`src/rtl/cmp_wave_pkg.sv`:
```
package cmp_wave_pkg;

  localparam int NUM_CH  = 2;
  localparam int NUM_TMR = 2;

  typedef enum logic [1:0] {
    ACT_NONE   = 2'b00,
    ACT_HIGH   = 2'b01,
    ACT_LOW    = 2'b10,
    ACT_TOGGLE = 2'b11
  } match_act_e;

  // Which counter feeds channel ch: 0 = counter A, 1 = counter B.
  function automatic logic src_of(input logic [1:0] sel, input int ch);
    logic b;
    case (sel)
      2'b00:   b = 1'b0;
      2'b01:   b = (ch != 0);
      default: b = 1'b1;
    endcase
    return b;
  endfunction

endpackage

```
`src/rtl/cwg_prescaler.sv`:
```
module cwg_prescaler #(
  parameter int PS_W = 2
) (
  input  logic            clk,
  input  logic            rst_n,
  input  logic            run,
  input  logic [PS_W-1:0] code,
  output logic            tick
);
  localparam int PCNT_W = (1 << PS_W) - 1;
  localparam logic [PCNT_W-1:0] PCNT_ONE = {{(PCNT_W-1){1'b0}}, 1'b1};

  // Low "code" bits set: the value at which a divide-by-2^code stage fires.
  function automatic logic [PCNT_W-1:0] div_mask(input logic [PS_W-1:0] c);
    logic [PCNT_W-1:0] m;
    m = '0;
    for (int i = 0; i < PCNT_W; i++)
      if (i < int'(c)) m[i] = 1'b1;
    return m;
  endfunction

  logic [PCNT_W-1:0] pcnt;
  logic [PCNT_W-1:0] mask;

  assign mask = div_mask(code);
  assign tick = run && ((pcnt & mask) == mask);

  always_ff @(posedge clk) begin
    if (!rst_n || !run) pcnt <= '0;
    else                pcnt <= pcnt + PCNT_ONE;
  end


  tick_spacing_chk: assert property (@(posedge clk) disable iff (!rst_n)
    (tick && code != '0) |=> (!tick || code == '0));

endmodule

```
`src/rtl/cwg_timebase.sv`:
```
module cwg_timebase #(
  parameter int CNT_W  = 16,
  parameter int BYTE_W = 8
) (
  input  logic              clk,
  input  logic              rst_n,
  input  logic              tick,
  input  logic              wide,
  input  logic              wr_lo,
  input  logic              wr_hi,
  input  logic [BYTE_W-1:0] wr_byte,
  input  logic              clear_req,
  output logic [CNT_W-1:0]  count
);
  localparam int HI_W = CNT_W - BYTE_W;
  localparam logic [CNT_W-1:0] CNT_ONE = {{(CNT_W-1){1'b0}}, 1'b1};

  function automatic logic [CNT_W-1:0] step(input logic [CNT_W-1:0] c, input logic w);
    logic [CNT_W-1:0] n;
    n = c + CNT_ONE;
    if (!w) n[CNT_W-1:BYTE_W] = '0;
    return n;
  endfunction

  logic [CNT_W-1:0] cnt_q, cnt_d;

  always_comb begin
    cnt_d = cnt_q;
    if (wr_lo)          cnt_d[BYTE_W-1:0] = wr_byte;
    else if (wr_hi)     cnt_d[CNT_W-1:BYTE_W] = HI_W'(wr_byte);
    else if (tick)      cnt_d = clear_req ? '0 : step(cnt_q, wide);
    if (!wide)          cnt_d[CNT_W-1:BYTE_W] = '0;
  end

  always_ff @(posedge clk) begin
    if (!rst_n) cnt_q <= '0;
    else        cnt_q <= cnt_d;
  end

  assign count = cnt_q;


  reload_zero_chk: assert property (@(posedge clk) disable iff (!rst_n)
    (tick && clear_req && !wr_lo && !wr_hi) |=> (count == '0));


  narrow_high_chk: assert property (@(posedge clk) disable iff (!rst_n)
    (!wide) |=> (count[CNT_W-1:BYTE_W] == '0));


  hold_when_idle_chk: assert property (@(posedge clk) disable iff (!rst_n)
    (!tick && !wr_lo && !wr_hi && wide) |=> $stable(count));

endmodule

```
`src/rtl/cwg_channel.sv`:
```
module cwg_channel
  import cmp_wave_pkg::*;
#(
  parameter int CNT_W  = 16,
  parameter int BYTE_W = 8
) (
  input  logic              clk,
  input  logic              rst_n,
  input  match_act_e        mode,
  input  logic              wide,
  input  logic [CNT_W-1:0]  count,
  input  logic              tick,
  input  logic              wr_lo,
  input  logic              wr_hi,
  input  logic [BYTE_W-1:0] wr_byte,
  input  logic              flag_clr,
  output logic [CNT_W-1:0]  cmp_q,
  output logic              match,
  output logic              clear_req,
  output logic              pin,
  output logic              flag
);
  localparam int HI_W = CNT_W - BYTE_W;
  localparam logic [CNT_W-1:0] CNT_ONE = {{(CNT_W-1){1'b0}}, 1'b1};

  // The counter is about to step onto the threshold.
  function automatic logic hits(input logic [CNT_W-1:0] c,
                                input logic [CNT_W-1:0] thr,
                                input logic w);
    logic [CNT_W-1:0] n;
    n = c + CNT_ONE;
    return w ? (n == thr) : (n[BYTE_W-1:0] == thr[BYTE_W-1:0]);
  endfunction

  logic pin_q, flag_q;

  assign match     = tick && (mode != ACT_NONE) && hits(count, cmp_q, wide);
  assign clear_req = match && (mode == ACT_TOGGLE);

  always_ff @(posedge clk) begin
    if (!rst_n) begin
      cmp_q <= '0;
    end else if (wr_lo) begin
      cmp_q[BYTE_W-1:0] <= wr_byte;
    end else if (wr_hi) begin
      cmp_q[CNT_W-1:BYTE_W] <= HI_W'(wr_byte);
    end
  end

  always_ff @(posedge clk) begin
    if (!rst_n) begin
      pin_q <= 1'b0;
    end else if (match) begin
      case (mode)
        ACT_HIGH:   pin_q <= 1'b1;
        ACT_LOW:    pin_q <= 1'b0;
        ACT_TOGGLE: pin_q <= ~pin_q;
        default:    pin_q <= pin_q;
      endcase
    end
  end

  always_ff @(posedge clk) begin
    if (!rst_n)        flag_q <= 1'b0;
    else if (match)    flag_q <= 1'b1;
    else if (flag_clr) flag_q <= 1'b0;
  end

  assign pin  = pin_q;
  assign flag = flag_q;


  force_high_chk: assert property (@(posedge clk) disable iff (!rst_n)
    (match && mode == ACT_HIGH) |=> pin);


  force_low_chk: assert property (@(posedge clk) disable iff (!rst_n)
    (match && mode == ACT_LOW) |=> !pin);


  invert_chk: assert property (@(posedge clk) disable iff (!rst_n)
    clear_req |=> (pin != $past(pin)));


  flag_set_chk: assert property (@(posedge clk) disable iff (!rst_n)
    match |=> flag);


  flag_sticky_chk: assert property (@(posedge clk) disable iff (!rst_n)
    (flag && !flag_clr) |=> flag);


  idle_mode_chk: assert property (@(posedge clk) disable iff (!rst_n)
    (mode == ACT_NONE) |=> ($stable(pin) && (flag || !$past(flag) || $past(flag_clr))));

endmodule

```
`src/rtl/cmp_wave_gen.sv`:
```
module cmp_wave_gen
  import cmp_wave_pkg::*;
#(
  parameter int CNT_W  = 16,
  parameter int BYTE_W = 8,
  parameter int PS_W   = 2
) (
  input  logic                      clk,
  input  logic                      rst_n,
  input  logic [NUM_TMR-1:0]        tmr_run,
  input  logic [NUM_TMR-1:0]        tmr_wide,
  input  logic [PS_W-1:0]           presc_code,
  input  logic [1:0]                tb_sel,
  input  logic [2*NUM_CH-1:0]       ch_mode,
  input  logic                      wr_en,
  input  logic [1:0]                wr_tgt,
  input  logic                      wr_hi,
  input  logic [BYTE_W-1:0]         wr_data,
  input  logic [NUM_CH-1:0]         flag_clr,
  output logic [NUM_CH-1:0]         wave_out,
  output logic [NUM_CH-1:0]         match_flag,
  output logic [NUM_TMR*CNT_W-1:0]  tmr_val,
  output logic [NUM_CH*CNT_W-1:0]   cmp_val
);
  logic [CNT_W-1:0]   t_count [NUM_TMR];
  logic [NUM_TMR-1:0] t_tick;
  logic [NUM_TMR-1:0] t_clr;
  logic [NUM_CH-1:0]  ch_src;
  logic [NUM_CH-1:0]  ch_match;
  logic [NUM_CH-1:0]  ch_clr;

  // A counter is sent to zero when any invert-mode channel it feeds matches.
  always_comb begin
    t_clr = '0;
    for (int t = 0; t < NUM_TMR; t++)
      for (int c = 0; c < NUM_CH; c++)
        if (ch_clr[c] && (ch_src[c] == (t != 0))) t_clr[t] = 1'b1;
  end

  for (genvar t = 0; t < NUM_TMR; t++) begin : g_tmr
    logic tw;
    assign tw = wr_en && (wr_tgt == 2'(NUM_CH + t));

    cwg_prescaler #(.PS_W(PS_W)) u_ps (
      .clk   (clk),
      .rst_n (rst_n),
      .run   (tmr_run[t]),
      .code  (presc_code),
      .tick  (t_tick[t])
    );

    cwg_timebase #(.CNT_W(CNT_W), .BYTE_W(BYTE_W)) u_tb (
      .clk       (clk),
      .rst_n     (rst_n),
      .tick      (t_tick[t]),
      .wide      (tmr_wide[t]),
      .wr_lo     (tw && !wr_hi),
      .wr_hi     (tw && wr_hi),
      .wr_byte   (wr_data),
      .clear_req (t_clr[t]),
      .count     (t_count[t])
    );

    assign tmr_val[t*CNT_W +: CNT_W] = t_count[t];
  end

  for (genvar c = 0; c < NUM_CH; c++) begin : g_ch
    logic cw;
    assign ch_src[c] = src_of(tb_sel, c);
    assign cw        = wr_en && (wr_tgt == 2'(c));

    cwg_channel #(.CNT_W(CNT_W), .BYTE_W(BYTE_W)) u_ch (
      .clk       (clk),
      .rst_n     (rst_n),
      .mode      (match_act_e'(ch_mode[2*c +: 2])),
      .wide      (ch_src[c] ? tmr_wide[1] : tmr_wide[0]),
      .count     (ch_src[c] ? t_count[1] : t_count[0]),
      .tick      (ch_src[c] ? t_tick[1] : t_tick[0]),
      .wr_lo     (cw && !wr_hi),
      .wr_hi     (cw && wr_hi),
      .wr_byte   (wr_data),
      .flag_clr  (flag_clr[c]),
      .cmp_q     (cmp_val[c*CNT_W +: CNT_W]),
      .match     (ch_match[c]),
      .clear_req (ch_clr[c]),
      .pin       (wave_out[c]),
      .flag      (match_flag[c])
    );
  end


  stopped_no_match_chk: assert property (@(posedge clk) disable iff (!rst_n)
    (tmr_run == '0) |-> (ch_match == '0));


  route_b_only_chk: assert property (@(posedge clk) disable iff (!rst_n)
    (tb_sel[1] && !tmr_run[1]) |-> (ch_match == '0));


  route_a_only_chk: assert property (@(posedge clk) disable iff (!rst_n)
    (tb_sel == 2'b00 && !tmr_run[0]) |-> (ch_match == '0));

endmodule

```
`config.mk`:
```
export PLATFORM = sky130hd
export DESIGN_NAME = cmp_wave_gen
export DESIGN_NICKNAME = d
export VERILOG_FILES = /design/src/rtl/cmp_wave_pkg.sv /design/src/rtl/cwg_prescaler.sv /design/src/rtl/cwg_timebase.sv /design/src/rtl/cwg_channel.sv /design/src/rtl/cmp_wave_gen.sv
export SDC_FILE = /design/constraint.sdc
export NUM_CORES = 1
export LEC_CHECK = 0
export ABC_AREA = 0
export CAP_MARGIN = 20
export CORE_MARGIN = 4
export CORE_UTILIZATION = 50
export DETAILED_ROUTE_END_ITERATION = 10
export GPL_ROUTABILITY_DRIVEN = 0
export PLACE_DENSITY = 0.81
export SLEW_MARGIN = 30
export SYNTH_ARGS = -nofsm -noshare
export SYNTH_HDL_FRONTEND = slang
export SYNTH_SLANG_ARGS = --single-unit
export TNS_END_PERCENT = 50
```
`constraint.sdc`:
```
create_clock -name clk -period 5.7 [get_ports clk]
set_clock_uncertainty 0.15 [all_clocks]
set_input_delay 1.14 -clock clk [delete_from_list [all_inputs] [get_ports clk]]
set_output_delay 1.14 -clock clk [all_outputs]
set_load 0.1 [all_outputs]
```
==> impl_metrics.json <==
{
  "cp.arrival_ns": 4.84,
  "crit_type": "primary input to flop",
  "period_needed_ns": 4.759,
  "max_freq_ghz": 0.2101,
  "start_kind": "primary input",
  "synth_nets": 790,
  "grt_max_degree": 26,
  "synthToLayoutAreaGrowth_pct": 21.08,
  "wl_per_cell_um": 21.32,
  "synth_area_sq_um": 5669,
  "dieWidth_um": 114.5,
  "initial_core_util_pct": 51.62,
  "clock_path_buffers": 2,
  "tightest_slew_ns": 1.017,
  "hold_end": "g_tmr[1].u_ps.pcnt[0]",
  "synth_top_area_share_pct": 26.13,
  "powerDensity_nw_per_um2": 201.2,
  "required_ns": 5.78,
  "drt-total-wl_um": 20490,
  "critPathSlowestCell": "a211oi_4",
  "fin_crit_sh_pct": 83.49,
  "cp_top_family": "compound AO/OA/AOI/OAI gates",
  "cts.htree.levels": 3,
  "crit_fanout": 15,
  "synthCells": 756,
  "io_buffers": 95,
  "synthFlopType": "dfxtp_1",
  "setup_tns_ns": 0,
  "setup_viol": 0,
  "worstSkewPairLatency_ns": 0.35,
  "clkSlewWorstSetupHoldPaths_ns": 0.06,
  "yosys-top-cells-area": "dfxtp_1 26%, nand2_1 8.7%, a21oi_1 4.9%, xnor2_1 4.9%, nand3_1 4.8%",
  "nFillCells": 936,
  "grt_pass1_wl_um": 31940,
  "fin_area_sq_um": 6864,
  "reg2reg_depth": 9,
  "die_h_um": 114.5,
  "synth_top_area_cell": "dfxtp_1",
  "async_flop_share_pct": 0,
  "synth-seq-area-share_pct": 26.13,
  "nNetsFinal": 853,
  "cap_violations": 0,
  "antenna_found_initial": 0,
  "p_leak_uw": 0.002358,
  "grt_pass1_vias": 6198,
  "postCtsHoldBufs": 0,
  "grt-ovfl-total": 0,
  "design.die.area_sq_um": 13110,
  "critPathCaptureType": "flop",
  "yosys_warnings": 0,
  "slew_viol_final": 0,
  "track_usage_pct": 30.73,
  "cts_tree": "yes",
  "io_pins": 96,
  "avgViaCountPerCell": 6.691,
  "hold_viol": 0,
  "slowest_delay_ns": 0.61,
  "ctsResizeCount": 0,
  "placementRows": 38,
  "r2r-end": "g_tmr[0].u_tb.count[15]",
  "syn_avg_cell_area_sq_um": 7.499,
  "rsz0062_at_grt": "false",
  "peakVddDrop_v": 0.0001352,
  "hold_path_depth": 1,
  "min_from": "g_tmr[1].u_ps.pcnt[0]",
  "synth_cell_types": 81,
  "core-area_sq_um": 10980,
  "cp_num_buf_inv": 3,
  "drt_iter0_markers": 760,
  "hold_class": "flop to flop",
  "clock_sinks": 74,
  "r2r_start": "g_tmr[0].u_tb.count[2]",
  "synth.most_common_cell": "nand2_1",
  "diodes": 0,
  "ys_seq_elements": 74,
  "clockRootBuffer": "clkbuf_16",
  "synthTopCellsByCount": "132 x nand2_1, 74 x dfxtp_1, 56 x a21oi_1, 54 x nand3_1, 39 x nor2_1",
  "relSlewSlack_pct": 31.99,
  "firstDrtPassIters": 8,
  "drive_gt1_share_pct": 6.821,
  "post_cts_buffers": 0,
  "synth-edff-count": 0,
  "crit_path_cell_trace": "clkdlybuf4s50_1, buf_4, nor2_1, buf_4, nand2_1, nand2_1, ha_1, o21ai_1, o311a_1, a211oi_1, o2111a_1, nand4_2, a211oi_4, nor2_2, a31o_2",
  "vias": 6430,
  "dpl.hpwl_um": 14680,
  "r2r_slack_ns": 1.54,
  "cts_buffers": 9,
  "postRouteAntennaNets": 0,
  "drc": 0,
  "status": "finished, final reports clean",
  "dpl_cell_area_sq_um": 6611
}
[cell families (layout without fill, tap and decap cells)]
logic type | after synthesis | count (layout) | share of synthesized area (%)
compound gates | 177 | 177 | 21.98
xor+xnor | 59 | 59 | 9.115
fa+ha+maj | 6 | 6 | 1.324
buf+inv | 71 | 136 | 5.606
flops | 74 | 74 | 26.13
mux | 34 | 34 | 6.467
simple gates | 335 | 335 | 29.38
[area by class of cell]
| class | count | area, sq um | area share, % |
|---|---|---|---|
| repair buffers | 106 | 1028 | 14.98 |
| inverters | 17 | 63.81 | 0.9296 |
| well taps | 140 | 175.2 | 2.552 |
| multi-input cells | 611 | 3874 | 56.43 |
| clock buffers | 12 | 236.5 | 3.445 |
| flip-flops and latches | 74 | 1481 | 21.58 |
| clock inverters | 1 | 5.005 | 0.07291 |
[layout by cell type (no fill, tap or decap), drive strengths merged, types with 4 or more instances in the layout]
master and instances:
nor3 19, mux2i 26, or2 5, ha 6, or4 5, nand2b 8
a31o 5, and2 4, buf 12, nand4b 5, clkbuf 12, nand3 55
xnor2 32, a22oi 6, xor2 27, inv 17, clkdlybuf4s50 94, o211ai 14
o21a 10, nor2b 5, or3 7, o21ai 19, a31oi 11, nand2 132
nor2 40, dfxtp 74, a211o 5, a211oi 6, nand4 14, o22ai 6
and3 16, a21oi 57, mux2 8, nor4 5
[state kept, by name (all words and copies together) (netlist names)]
register	cells
g_ch.u_ch.cmp_q	32
g_ch.u_ch.flag	2
g_ch.u_ch.pin	2
g_tmr.u_ps.pcnt	6
g_tmr.u_tb.count	32
[report_power, final]
part / internal (uW) / switching (uW) / leakage, uW
Clock: 287 / 216 / 0.000118
Combinational: 94.4 / 214 / 0.00164
Sequential: 532 / 37.0 / 0.000600
[metal layers]
| metal | GRT usage, % | share of wire [%] | vias to the layer above |
|---|---|---|---|
| li1 | - | - | 2859 |
| met1 | 37.67 | 36 | 2933 |
| met2 | 47.81 | 44 | 516 |
| met3 | 8.087 | 13 | 122 |
| met4 | 19.08 | 6.0 | 0 |
| met5 | 0 | 0 | - |
[worst max-delay path by stage]
stage / from / end / slack (ns) / depth (start not counted)
6_report: tb_sel[0] / g_tmr[1].u_tb.count[12] / 0.94 / 15
5_1_grt: tb_sel[0] / g_tmr[1].u_tb.count[12] / 0.82 / 15
4_1_cts: tb_sel[0] / g_tmr[1].u_tb.count[12] / 1.06 / 15
3_5_place_dp: tb_sel[0] / g_tmr[1].u_tb.count[12] / 0.72 / 14
3_3_place_gp: tb_sel[0] / g_tmr[1].u_tb.count[12] / 0.89 / 15
2_1_floorplan: tb_sel[1] / g_tmr[1].u_tb.count[12] / 1.17 / 17
[metrics by stage]
step / hold WS (ns) / cells / setup slack (ns) / power (uW) / util, %
after floorplan: 0.2794 / 756 / 1.173 / 787.2 / -
after global placement: 0.2895 / 947 / 0.8876 / 872.7 / 60.20
after detailed placement: 0.3008 / 947 / 0.7220 / 878.2 / 60.20
after CTS: 0.3134 / 960 / 1.058 / 1368 / 62.39
after global routing: 0.3559 / 961 / 0.8210 / 1414 / 62.50
final: 0.3116 / 961 / 0.9408 / 1381 / 62.50
(Power assumes the default switching activity.)
